**config.mk**
```make
export PLATFORM = sky130hd
export DESIGN_NAME = bunchGateSeq
export DESIGN_NICKNAME = d
export VERILOG_FILES = /design/src/rtl/bunchSeqPkg.sv /design/src/rtl/bunchSeqPath.sv /design/src/rtl/bunchSeqCtrl.sv /design/src/rtl/bunchGateSeq.sv
export SDC_FILE = /design/constraint.sdc
export NUM_CORES = 1
export LEC_CHECK = 0
export BUFFER_PORTS_ARGS = -buffer_cell sky130_fd_sc_hd__clkbuf_2
export CAP_MARGIN = 20
export CORE_MARGIN = 2
export CORE_UTILIZATION = 52
export DETAILED_ROUTE_END_ITERATION = 8
export PLACE_DENSITY = 0.88
export SLEW_MARGIN = 15
export SYNTH_ARGS = -nofsm -noshare
export SYNTH_HDL_FRONTEND = slang
export SYNTH_HIERARCHICAL = 1
export SYNTH_SLANG_ARGS = --single-unit
```
**constraint.sdc**
```tcl
create_clock -name clk -period 14.15 [get_ports clk]
set_input_delay 2.1225 -clock clk [delete_from_list [all_inputs] [get_ports clk]]
set_output_delay 2.1225 -clock clk [all_outputs]
set_load 0.01 [all_outputs]
```
**src/rtl/bunchSeqPkg.sv**
```systemverilog
package bunchSeqPkg;
  typedef struct packed {
    logic narrow;
    logic wide;
    logic trig;
    logic intReset;
    logic chanEven;
  } seqStrobe_t;

  typedef enum logic [1:0] {
    S_IDLE,
    S_WIDE,
    S_TRIG,
    S_RST
  } seqState_t;
endpackage

```
**src/rtl/bunchSeqPath.sv**
```systemverilog
module bunchSeqPath
  import bunchSeqPkg::*;
#(
  parameter int NSLOT      = 12,
  parameter int PBAR_SLOTS = 4,
  parameter int CW         = 12,
  parameter int BLW        = 4
) (
  input  logic               clk,
  input  logic               rstN,
  input  logic               syncMarker,
  input  logic               antiMode,
  input  logic [NSLOT-1:0]   slotEnable,
  input  logic [BLW-1:0]     batchLen,
  input  logic [NSLOT*CW-1:0] slotDelays,
  input  logic [CW-1:0]      protonZero,
  input  logic [CW-1:0]      pbarZero,
  input  seqStrobe_t         strobe,
  output logic [NSLOT-1:0]   bunchHit,
  output logic               zeroHit,
  output logic               baseTurn,
  output logic               narrowGate,
  output logic               wideGate,
  output logic               trigOdd,
  output logic               trigEven,
  output logic               integReset
);
  logic          running;
  logic [CW-1:0] turnCount;
  logic          canHit;
  logic [CW-1:0] zeroTime;
  logic [NSLOT-1:0] slotLive;

  always_ff @(posedge clk) begin
    if (!rstN) begin
      running   <= 1'b0;
      turnCount <= '0;
      baseTurn  <= 1'b0;
    end else if (syncMarker) begin
      running   <= 1'b1;
      turnCount <= '0;
      baseTurn  <= ~baseTurn;
    end else if (turnCount != '1) begin
      turnCount <= turnCount + CW'(1);
    end
  end

  assign canHit   = running && (turnCount != '1);
  assign zeroTime = antiMode ? pbarZero : protonZero;
  assign zeroHit  = canHit && baseTurn && (turnCount == zeroTime);

  for (genvar i = 0; i < NSLOT; i++) begin : g_slot
    localparam int unsigned IDX = i;
    assign slotLive[i] = slotEnable[i] && (IDX < 32'(batchLen)) &&
                         (!antiMode || (IDX < PBAR_SLOTS));
    assign bunchHit[i] = canHit && !baseTurn && slotLive[i] &&
                         (turnCount == slotDelays[i*CW +: CW]);
  end

  always_ff @(posedge clk) begin
    if (!rstN) begin
      narrowGate <= 1'b0;
      wideGate   <= 1'b0;
      trigOdd    <= 1'b0;
      trigEven   <= 1'b0;
      integReset <= 1'b0;
    end else begin
      narrowGate <= strobe.narrow;
      wideGate   <= strobe.wide;
      trigOdd    <= strobe.trig && !strobe.chanEven;
      trigEven   <= strobe.trig && strobe.chanEven;
      integReset <= strobe.intReset;
    end
  end

  a_r1_narrow_single: assert property (@(posedge clk) disable iff (!rstN)
    narrowGate |=> !narrowGate);
  a_r2_narrow_in_wide: assert property (@(posedge clk) disable iff (!rstN)
    narrowGate |-> wideGate);
  a_r3_trig_after_wide: assert property (@(posedge clk) disable iff (!rstN)
    $fell(wideGate) |-> (trigOdd || trigEven));
  a_r3_reset_after_trig: assert property (@(posedge clk) disable iff (!rstN)
    (trigOdd || trigEven) |=> integReset);
  a_r4_trig_exclusive: assert property (@(posedge clk) disable iff (!rstN)
    !(trigOdd && trigEven));
  a_r5_parity_toggle: assert property (@(posedge clk) disable iff (!rstN)
    syncMarker |=> (baseTurn != $past(baseTurn)));
  a_r5_no_bunch_on_base: assert property (@(posedge clk) disable iff (!rstN)
    baseTurn |-> (bunchHit == '0));
endmodule

```
**src/rtl/bunchSeqCtrl.sv**
```systemverilog
module bunchSeqCtrl
  import bunchSeqPkg::*;
#(
  parameter int NSLOT   = 12,
  parameter int WW      = 4,
  parameter int RST_CYC = 3
) (
  input  logic             clk,
  input  logic             rstN,
  input  logic [NSLOT-1:0] bunchHit,
  input  logic             zeroHit,
  input  logic [WW-1:0]    wideWidth,
  output seqStrobe_t       strobe,
  output logic             overlapErr
);
  localparam logic [WW-1:0] RST_LAST = WW'(RST_CYC - 1);

  seqState_t     state;
  logic [WW-1:0] phase;
  logic [WW-1:0] wLat;
  logic [WW-1:0] wEff;
  logic          chanEvenQ;
  logic          anyHit;
  logic          multiHit;
  logic          firstOdd;

  assign anyHit   = (|bunchHit) || zeroHit;
  assign multiHit = $countones(bunchHit) > 1;
  assign wEff     = (wideWidth == '0) ? WW'(1) : wideWidth;

  always_comb begin
    firstOdd = 1'b0;
    for (int i = NSLOT - 1; i >= 0; i--) begin
      if (bunchHit[i]) firstOdd = (i % 2) == 1;
    end
  end

  always_ff @(posedge clk) begin
    if (!rstN) begin
      state      <= S_IDLE;
      phase      <= '0;
      wLat       <= WW'(1);
      chanEvenQ  <= 1'b0;
      overlapErr <= 1'b0;
    end else begin
      if (anyHit && ((state != S_IDLE) || multiHit)) overlapErr <= 1'b1;
      case (state)
        S_IDLE: if (anyHit) begin
          state     <= S_WIDE;
          phase     <= '0;
          wLat      <= wEff;
          chanEvenQ <= firstOdd && !zeroHit;
        end
        S_WIDE: if (phase == wLat - WW'(1)) begin
          state <= S_TRIG;
          phase <= '0;
        end else begin
          phase <= phase + WW'(1);
        end
        S_TRIG: begin
          state <= S_RST;
          phase <= '0;
        end
        default: if (phase == RST_LAST) begin
          state <= S_IDLE;
          phase <= '0;
        end else begin
          phase <= phase + WW'(1);
        end
      endcase
    end
  end

  always_comb begin
    strobe.narrow   = (state == S_WIDE) && (phase == '0);
    strobe.wide     = (state == S_WIDE);
    strobe.trig     = (state == S_TRIG);
    strobe.intReset = (state == S_RST);
    strobe.chanEven = chanEvenQ;
  end

  a_r8_err_sticky: assert property (@(posedge clk) disable iff (!rstN)
    overlapErr |=> overlapErr);
  a_r8_busy_hit_flags: assert property (@(posedge clk) disable iff (!rstN)
    (anyHit && (state != S_IDLE)) |=> overlapErr);
  a_r3_trig_to_reset: assert property (@(posedge clk) disable iff (!rstN)
    (state == S_TRIG) |=> (state == S_RST));
endmodule

```
**src/rtl/bunchGateSeq.sv**
```systemverilog
module bunchGateSeq
  import bunchSeqPkg::*;
#(
  parameter int NSLOT      = 12,
  parameter int PBAR_SLOTS = 4,
  parameter int CW         = 12,
  parameter int BLW        = 4,
  parameter int WW         = 4
) (
  input  logic                clk,
  input  logic                rstN,
  input  logic                syncMarker,
  input  logic                antiMode,
  input  logic [NSLOT-1:0]    slotEnable,
  input  logic [BLW-1:0]      batchLen,
  input  logic [WW-1:0]       wideWidth,
  input  logic [NSLOT*CW-1:0] slotDelays,
  input  logic [CW-1:0]       protonZero,
  input  logic [CW-1:0]       pbarZero,
  output logic                narrowGate,
  output logic                wideGate,
  output logic                trigOdd,
  output logic                trigEven,
  output logic                integReset,
  output logic                baseTurn,
  output logic                overlapErr
);
  seqStrobe_t       strobe;
  logic [NSLOT-1:0] bunchHit;
  logic             zeroHit;

  bunchSeqPath #(
    .NSLOT(NSLOT), .PBAR_SLOTS(PBAR_SLOTS), .CW(CW), .BLW(BLW)
  ) uPath (
    .clk(clk), .rstN(rstN), .syncMarker(syncMarker), .antiMode(antiMode),
    .slotEnable(slotEnable), .batchLen(batchLen), .slotDelays(slotDelays),
    .protonZero(protonZero), .pbarZero(pbarZero), .strobe(strobe),
    .bunchHit(bunchHit), .zeroHit(zeroHit), .baseTurn(baseTurn),
    .narrowGate(narrowGate), .wideGate(wideGate), .trigOdd(trigOdd),
    .trigEven(trigEven), .integReset(integReset)
  );

  bunchSeqCtrl #(
    .NSLOT(NSLOT), .WW(WW), .RST_CYC(3)
  ) uCtrl (
    .clk(clk), .rstN(rstN), .bunchHit(bunchHit), .zeroHit(zeroHit),
    .wideWidth(wideWidth), .strobe(strobe), .overlapErr(overlapErr)
  );
endmodule

```
Word-level counts from Yosys, hierarchy flattened
Cells that the tools add are included.
{"block": "totals", "reg_bits": 31}
{"block": "classes", "bitwise_logic": 2, "addsub": 14, "order_cmp": 13, "n_mux": 22, "reduce_logical": 68, "n_eq_ne": 21}
{"cell": "32-bit adder", "n": 5}
{"cell": "12-bit equality test", "n": 13}
{"cell": "1-bit logical AND", "n": 53}
{"cell": "32-bit by 2-bit > comparator with 1-bit output (second input constant)", "n": 1}
{"cell": "3-bit by 4-bit < comparator with 1-bit output (first input constant)", "n": 4}
{"cell": "4-bit < comparator (first input constant)", "n": 4}
{"cell": "4-bit 2-to-1 mux", "n": 4}
{"cell": "1-bit by 1-bit adder with 2-bit output", "n": 6}
{"cell": "12-bit by 1-bit adder with 12-bit output (second input constant)", "n": 1}
{"cell": "1-bit 2-to-1 mux", "n": 12}
{"cell": "12-bit 2-to-1 mux", "n": 1}
{"cell": "12-bit inequality test (second input constant)", "n": 1}
{"cell": "4-bit case mux with 3 select lines", "n": 1}
{"cell": "12-bit OR reduction", "n": 1}
{"cell": "4-bit logical NOT", "n": 2}
{"cell": "1-bit by 4-bit < comparator with 1-bit output (first input constant)", "n": 2}
{"cell": "2-bit by 4-bit < comparator with 1-bit output (first input constant)", "n": 2}
{"cell": "2-bit 2-to-1 mux", "n": 3}
{"cell": "2-bit case mux with 3 select lines", "n": 1}
{"cell": "4-bit by 1-bit adder with 4-bit output (second input constant)", "n": 1}
{"cell": "2-bit equality test (second input constant)", "n": 2}
{"cell": "4-bit by 2-bit equality test with 1-bit output (second input constant)", "n": 1}
{"cell": "4-bit equality test", "n": 1}
{"cell": "1-bit logical NOT", "n": 4}
{"cell": "other kinds (11)", "n": 14}

Depth between registers and ports, before layout
Gate-level depths: netlist (run 1).
{"block": "depth", "word_depth": 18, "depth_mapped": 20, "ltp_nobuf": 18}

By module
Netlist (run 1), hierarchy kept.
{"mod": "bunchSeqPath", "area_per_inst_um2": 3001.6, "seq_area_each_um2": 380.4, "cells_per_inst": 356, "n_inst": 1}
{"mod": "bunchSeqCtrl", "area_per_inst_um2": 1173.6, "seq_area_each_um2": 240.2, "cells_per_inst": 136, "n_inst": 1}

Worst setup path after synthesis (run 1)
OpenSTA, ideal clock, no wires.
{"block": "synth_path", "kind": "input-to-reg", "start": "input port slotDelays[5]", "end": "register uCtrl.overlapErr", "t_arrival_ns": 6.072, "required_ns": 14.035, "slack_ns": 7.963, "n_path_buf": 0, "cell_stages": 18, "setup_time_ns": 0.115, "path_cell_list": "xor2_1 > nor4_1 > nand4_1 > nor4_1 > inv_1 > fa_1 > fa_1 > fa_1 > inv_1 > ha_1 > fa_1 > ha_1 > a21oi_1 > nand3_1 > o21ai_0 > o2111ai_1 > a21oi_1 > nor2b_1"}
{"block": "synth_between", "elab_chain_cells": 9}
{"element": "start: declaration", "line": "bunchGateSeq.sv:17", "source": "input logic [NSLOT*CW-1:0] slotDelays,"}
{"element": "12-bit equality test (*)", "line": "bunchSeqPath.sv:57", "source": "(turnCount == slotDelays[i*CW +: CW]);"}
{"element": "1-bit logical AND (*)", "line": "bunchSeqPath.sv:56", "source": "assign bunchHit[i] = canHit && !baseTurn && slotLive[i] &&"}
{"element": "named net bunchHit[0]", "line": "bunchGateSeq.sv:29", "source": "logic [NSLOT-1:0] bunchHit;"}
{"element": "1-bit by 1-bit adder with 2-bit output (implied by the code)", "line": "bunchSeqCtrl.sv:28", "source": "assign multiHit = $countones(bunchHit) > 1;"}
{"element": "32-bit adder (implied by the code) (3 in a row)", "line": "bunchSeqCtrl.sv:28"}
{"element": "32-bit by 2-bit > comparator with 1-bit output", "line": "bunchSeqCtrl.sv:28"}
{"element": "1-bit logical OR", "line": "bunchSeqCtrl.sv:46", "source": "if (anyHit && ((state != S_IDLE) || multiHit)) overlapErr <= 1'b1;"}
{"element": "1-bit logical AND (*)", "line": "bunchSeqCtrl.sv:46"}
{"element": "end signal: assignment", "line": "bunchSeqCtrl.sv:44", "source": "overlapErr <= 1'b0;"}
{"element": "end signal: assignment", "line": "bunchSeqCtrl.sv:46"}
{"element": "end: declaration", "line": "bunchSeqCtrl.sv:14", "source": "output logic overlapErr"}
Mark *: on every way through the listed nets, which the timed path passes. The rest lies on a longest branch.
A chain may end at the register's enable or synchronous reset.

Worst setup path in the final report (run 1)
Ends and elaborated chain as after synthesis.

==> impl_results.md, run 1 <==
- Status: complete, no violations
- Max Cap Viol: 0
- TritonCTS buffer count: 5
- Hold-fix buffers, CTS: 0
- Antenna cells: 0
- Post-CTS Setup Bufs: 0
- Syn Inst Count: 492
- Hold path depth: 1
- PnR Total Power: 0.238 mW
- Die ar.: 8760 um^2
- Crit end category: flip-flop
- Detail Placement HPWL: 11.1 mm
- Worst skew pair latency: 0.28 ns
- Maximum clock path buffer count: 2
- Worst hold endpoint: uPath/trigOdd$_SDFF_PN0_
- Static Leakage: 2.63 nW
- CTS resizes: 0
- RR Endpoint: uCtrl/overlapErr$_SDFFE_PN0P_
- GRT Resource Usage Total: 31.4%
- Worst IR drop on VDD: 0.0465 mV
- Wirelength per Cell: 17.8 um
- Drc violations: 0
- Largest cells by area after synthesis: xor2_1 (21%), dfxtp_1 (15%), xnor2_1 (14%), ha_1 (5.7%), mux2i_1 (4.3%)
- Critical Path Max Stage Delay: 0.57 ns
- Chip height: 93.6 um
- Tcrit/Tclk final: 44.8%
- First-pass GRT wire length: 21.2 mm
- Hold Path Class: reg2reg
- R2R cell count: 16
- RSZ-0062 raised after global routing: no
- CTS tree: done
- Yosys warnings: 6
- Int Power: 0.170 mW
- GRT Residual Overflow: 0
- CP most frequent cell: fa_1
- Syn_nets: 709
- Yosys top cell area share: 21.0%
- Clock share of power: 32.7%
- Worst slew pin tran: 1.02 ns
- Crit path buffers/inverters: 3
- Clk pin slew, worst setup/hold paths: 0.07 ns
- Switching share of power: 28.5%
- Slew Limit Fails: 0
- Tmin final: 6.34 ns
- Asr flop ratio synth: 0%
- Reg2reg setup slack: 8.52 ns
- Sw power: 0.0679 mW
- Core Area: 7770 um^2
- Port Buffer Count: 198
- Remaining antenna violation count after routing: 0
- Comb pwr share: 29.7%
- Origin of the critical flop-to-flop path: uPath/turnCount[3]$_SDFFE_PP0P_
- Synth area leader: xor2_1
- Setup TNS: 0 ns
- CP delay by family, top: adder cells
- Largest net degree at the start of global routing: 28
- I/O pins: 199
- Reg power frac: 37.7%
- Vias in the first global route: 4374
- Number of synthesized flops with an enable pin: 0
- Antenna violations before repair: 0
- Hold violation total from the final report: 0
- CP max FO: 2
- Crit Path Category: in2reg
- Area growth syn-to-layout: 25.3%
- Register area share after synthesis: 14.9%
- CTS sink cnt: 31
- Critical Path AT: 6.52 ns
- Nets@finish: 894
- Layout cells sized above 1: 34.7%
- Power Density: 45.5 nW/um^2
- Fmax: 158 MHz
- Synth Cell Area: 4180 um^2
- Ys flop type: dfxtp_1
- Required time of the critical path: 14.33 ns
- Number of library cell types mapped by synthesis: 52
- Starting density of the core: 53.8%
- Worst slew margin: 31.7%
- Row count: 32
- Finish-stage setup viols: 0
- H-tree level count: 2
- Crit path max-delay cell type: fa_1
- Clock Skews: 0.00689 ns
- Number of synthesized register bits: 31
- Placer Congestion: 0.926
- Pre-Repair DR Iteration Count: 8
- Routed wire length: 13.9 mm
- Initial DRC count: 298
- Chip width: 93.6 um
- Via/cell ratio: 5.61
- Via count: 4374
- Crit-path cells: clkbuf_2 -> xor2_1 -> nor4_1 -> nand4_1 -> nor4_1 -> inv_1 -> fa_1 -> fa_1 -> fa_1 -> inv_1 -> ha_1 -> fa_1 -> fa_1 -> o21ai_0 -> o2111ai_1 -> a21oi_1 -> nor2b_1
- Startpoint types: input port
- Hold Path Origin: uCtrl/chanEvenQ$_SDFFE_PN0P_
- Average cell area after synthesis: 8.49 um^2
- CTS root buffer: clkbuf_8
==> synth_stat cells (all sizes together), types with 4 or more instances <==
cell	count
xor2	100
xnor2	66
dfxtp	31
buf	28
nand4	28
nor4	28
inv	24
nor2	21
ha	19
nand2	19
mux2i	18
nand3	17
o21ai	12
nor3	11
nor2b	8
a21oi	7
a31oi	7
fa	6
and3	5
and2	4
nand3b	4
==> registers in the layout (all words and copies together) (netlist names), 2 cells and up <==
register / count
uCtrl/state: 2
uCtrl/phase: 4
uCtrl/wLat: 4
uPath/turnCount: 12
==> stage by stage <==
stage               hold WS (ns)  worst slack (ns)  area [um^2]  utilization [%]  cells
floorplan                  0.461              7.96         4180                -    492
global placement           0.462              7.65         5130             66.0    772
detailed placement         0.474              7.54         5130             66.0    772
CTS                        0.480              7.84         5230             67.4    780
global route               0.508              7.49         5230             67.4    780
finish                     0.488              7.81         5230             67.4    780
==> worst max-delay path by stage <==
stage	startpoint	endpoint	cells past startpoint
2_1_floorplan	slotDelays[5]	uCtrl/overlapErr$_SDFFE_PN0P_	18
3_3_place_gp	slotDelays[5]	uCtrl/overlapErr$_SDFFE_PN0P_	19
3_5_place_dp	slotDelays[5]	uCtrl/overlapErr$_SDFFE_PN0P_	17
4_1_cts	slotDelays[5]	uCtrl/overlapErr$_SDFFE_PN0P_	17
5_1_grt	slotDelays[5]	uCtrl/overlapErr$_SDFFE_PN0P_	19
6_report	slotDelays[5]	uCtrl/overlapErr$_SDFFE_PN0P_	17
==> metal layers <==
layer	global-route usage (%)	wire (um)	vias to the layer above
met4	13.6	514	0
met3	7.98	1570	47
met5	0	0	-
met2	55.0	6650	260
met1	35.9	5180	2003
li1	-	-	2064
==> layout make-up <==
cell class	count	area, um^2
inverter	24	90.1
clock buffer	7	96.3
tap	102	128
multi-input combinational	406	3220
timing repair buffer	209	1070
clock inverter	1	7.51
sequential	31	621
fill	650	2530
==> kinds of logic after synthesis <==
group                    count (synthesis)  synth area share (%)
XOR/XNOR                               166                  34.8
AND/OR/NAND/NOR                        157                  22.6
buffers and inverters                   55                  8.09
AO/OA/AOI/OAI                           40                  6.74
flip-flops                              31                  14.9
adder cells (fa/ha/maj)                 25                  8.57
multiplexers                            18                  4.32
==> layout by cell type (no fill, tap or decap), drive strengths merged, types with 12 or more instances in the layout <==
cell type and instances:
o21ai 12, dfxtp 31, xnor2 66, nor2 21, ha 19, xor2 100
mux2i 18, nand3 17, nor4 28, nand2 19, nand4 28, inv 24
clkbuf 205
==> power groups by stage <==
stage,combinational [mW],sequential (mW),clock (mW)
2_1_floorplan,0.0333,0.0911,0
3_3_place_gp,0.0676,0.0915,0
3_5_place_dp,0.0699,0.0916,0
4_1_cts,0.0703,0.0897,0.0794
5_1_grt,0.0766,0.0898,0.0821
6_report,0.0707,0.0897,0.0778
(Power assumes the default switching activity.)
==> inputs of run 2 (changes only) <==
- CORE_UTILIZATION: 52 -> 48
- PLACE_DENSITY: 0.88 -> 0.82
- clock period: 14.15 -> 6.45 ns (I/O delays scaled with it)
==> impl_results.md, run 2 (synthesis gave the netlist of run 1 again) <==
- Fmax: 187 MHz
- Top Registers: uPath/turnCount (12), uCtrl/phase (4), uCtrl/wLat (4)
- Crit end category: flip-flop
- Area growth syn-to-layout: 25.7%
- Maximum clock path buffer count: 2
- Core Area: 8590 um^2
- Hold Path Class: reg2reg
- Vias in the first global route: 4538
- Tmin final: 5.36 ns
- Routed wire length: 13.9 mm
- Starting density of the core: 48.6%
- Antenna violations before repair: 0
- Hold Path Origin: uCtrl/chanEvenQ$_SDFFE_PN0P_
- Slew Limit Fails: 0
- Row count: 34
- RSZ-0062 raised after global routing: no
- Hold violation total from the final report: 0
- Hold path depth: 1
- Port Buffer Count: 198
- CTS root buffer: clkbuf_8
- GRT Resource Usage Total: 28.9%
- Placer Congestion: 0.962
- Max Cap Viol: 0
- Initial DRC count: 303
- TritonCTS buffer count: 5
- CTS tree: done
- Die ar.: 9460 um^2
- Largest net degree at the start of global routing: 28
- RR Endpoint: uCtrl/overlapErr$_SDFFE_PN0P_
- Nets@finish: 895
- Crit Path Category: in2reg
- Setup TNS: 0 ns
- Post-CTS Setup Bufs: 0
- CTS resizes: 0
- CP max FO: 2
- Startpoint types: input port
- Finish-stage setup viols: 0
- Via count: 4407
- Reg2reg setup slack: 1.13 ns
- Worst hold endpoint: uPath/trigOdd$_SDFF_PN0_
- Hold-fix buffers, CTS: 0
- H-tree level count: 2
- Pre-Repair DR Iteration Count: 5
- Worst skew pair latency: 0.30 ns
- Reg with most FFs: uPath/turnCount
- Worst IR drop on VDD: 0.0791 mV
- Antenna cells: 0
- Hold Slack: 0.482 ns
- R2R cell count: 18
- Detail Placement HPWL: 11.2 mm
- Layout cells sized above 1: 34.8%
- Via/cell ratio: 5.60
- First-pass GRT wire length: 22.1 mm
- Remaining antenna violation count after routing: 0
- Worst slew margin: 56.7%
- GRT Residual Overflow: 0
- Chip height: 97.3 um
- I/O pins: 199
- Commonest cells after routing, fill and taps aside: clkbuf_2 (198), xor2_1 (100), xnor2_1 (66)
- Tcrit/Tclk final: 83.0%
- Clock Skews: 0.0116 ns
- Wirelength per Cell: 17.7 um
- Critical Path AT: 5.54 ns
- Drc violations: 0
- Static Leakage: 2.63 nW
- Finished Core Util: 61.1%
- Most common cell after layout, fill and taps aside: clkbuf_2
- Origin of the critical flop-to-flop path: uPath/turnCount[1]$_SDFFE_PP0P_
- Worst slew pin tran: 0.644 ns
- Clk pin slew, worst setup/hold paths: 0.07 ns
- Chip width: 97.3 um
- Required time of the critical path: 6.63 ns
- Status: complete, no violations
- CTS sink cnt: 31
- Max reg flops: 12
- Power Density: 100 nW/um^2
==> run 2: layout make-up <==
class / count / area (um^2)
repair buffers: 210 / 1080
clock buffers: 7 / 96.3
well taps: 108 / 135
multi-input cells: 406 / 3220
fillers: 780 / 3350
inverters: 24 / 90.1
flip-flops and latches: 31 / 621
clock inverters: 1 / 7.51
==> run 2: through the flow <==
stage,setup WS [ns],instances,power [mW],instance area (um^2)
global placement,1.06,779,0.349,5140
finish,1.09,787,0.525,5250
CTS,1.14,787,0.525,5250
floorplan,1.42,492,0.273,4180
detailed placement,0.858,779,0.353,5140
global route,0.672,787,0.545,5250
==> run 2: power breakdown <==
group          internal, mW  total, mW  switching [mW]
Combinational        0.0835      0.153          0.0699
Clock                0.0970      0.175          0.0776
Sequential            0.193      0.197         0.00391
Total                 0.374      0.525           0.151
==> run 2: layer usage <==
metal  track usage, %  wire (um)  share of wire, %  up-vias
li1                 -          -                 -     2060
met4             11.9        451               3.2        0
met1             35.8       5550                40     2051
met3             4.82       1260               9.0       40
met2             49.8       6690                48      256
met5                0          0                 0        -
==> run 2: worst max-delay path by stage <==
stage                     slack [ns]          start                       endpoint
after floorplan                 1.42  slotDelays[5]  uCtrl/overlapErr$_SDFFE_PN0P_
after global placement          1.06  slotDelays[5]  uCtrl/overlapErr$_SDFFE_PN0P_
after detailed placement        0.86  slotDelays[5]  uCtrl/overlapErr$_SDFFE_PN0P_
after CTS                       1.14  slotDelays[5]  uCtrl/overlapErr$_SDFFE_PN0P_
after global routing            0.67  slotDelays[5]  uCtrl/overlapErr$_SDFFE_PN0P_
final                           1.09  slotDelays[1]  uCtrl/overlapErr$_SDFFE_PN0P_
==> run 2: worst max-delay path, stage by stage <==
cell and delay [ns]:
clkbuf_2 0.08, xor2_1 0.14, nor4_1 0.46, nand4_1 0.18, nor4_1 0.38, inv_1 0.15, fa_1 0.58, fa_1 0.43
fa_1 0.49, inv_1 0.04, ha_1 0.20, fa_1 0.49, ha_1 0.30, a21oi_1 0.14, nand3_1 0.08, o21ai_0 0.08
o2111ai_1 0.13, a21oi_1 0.16, nor2b_1 0.06
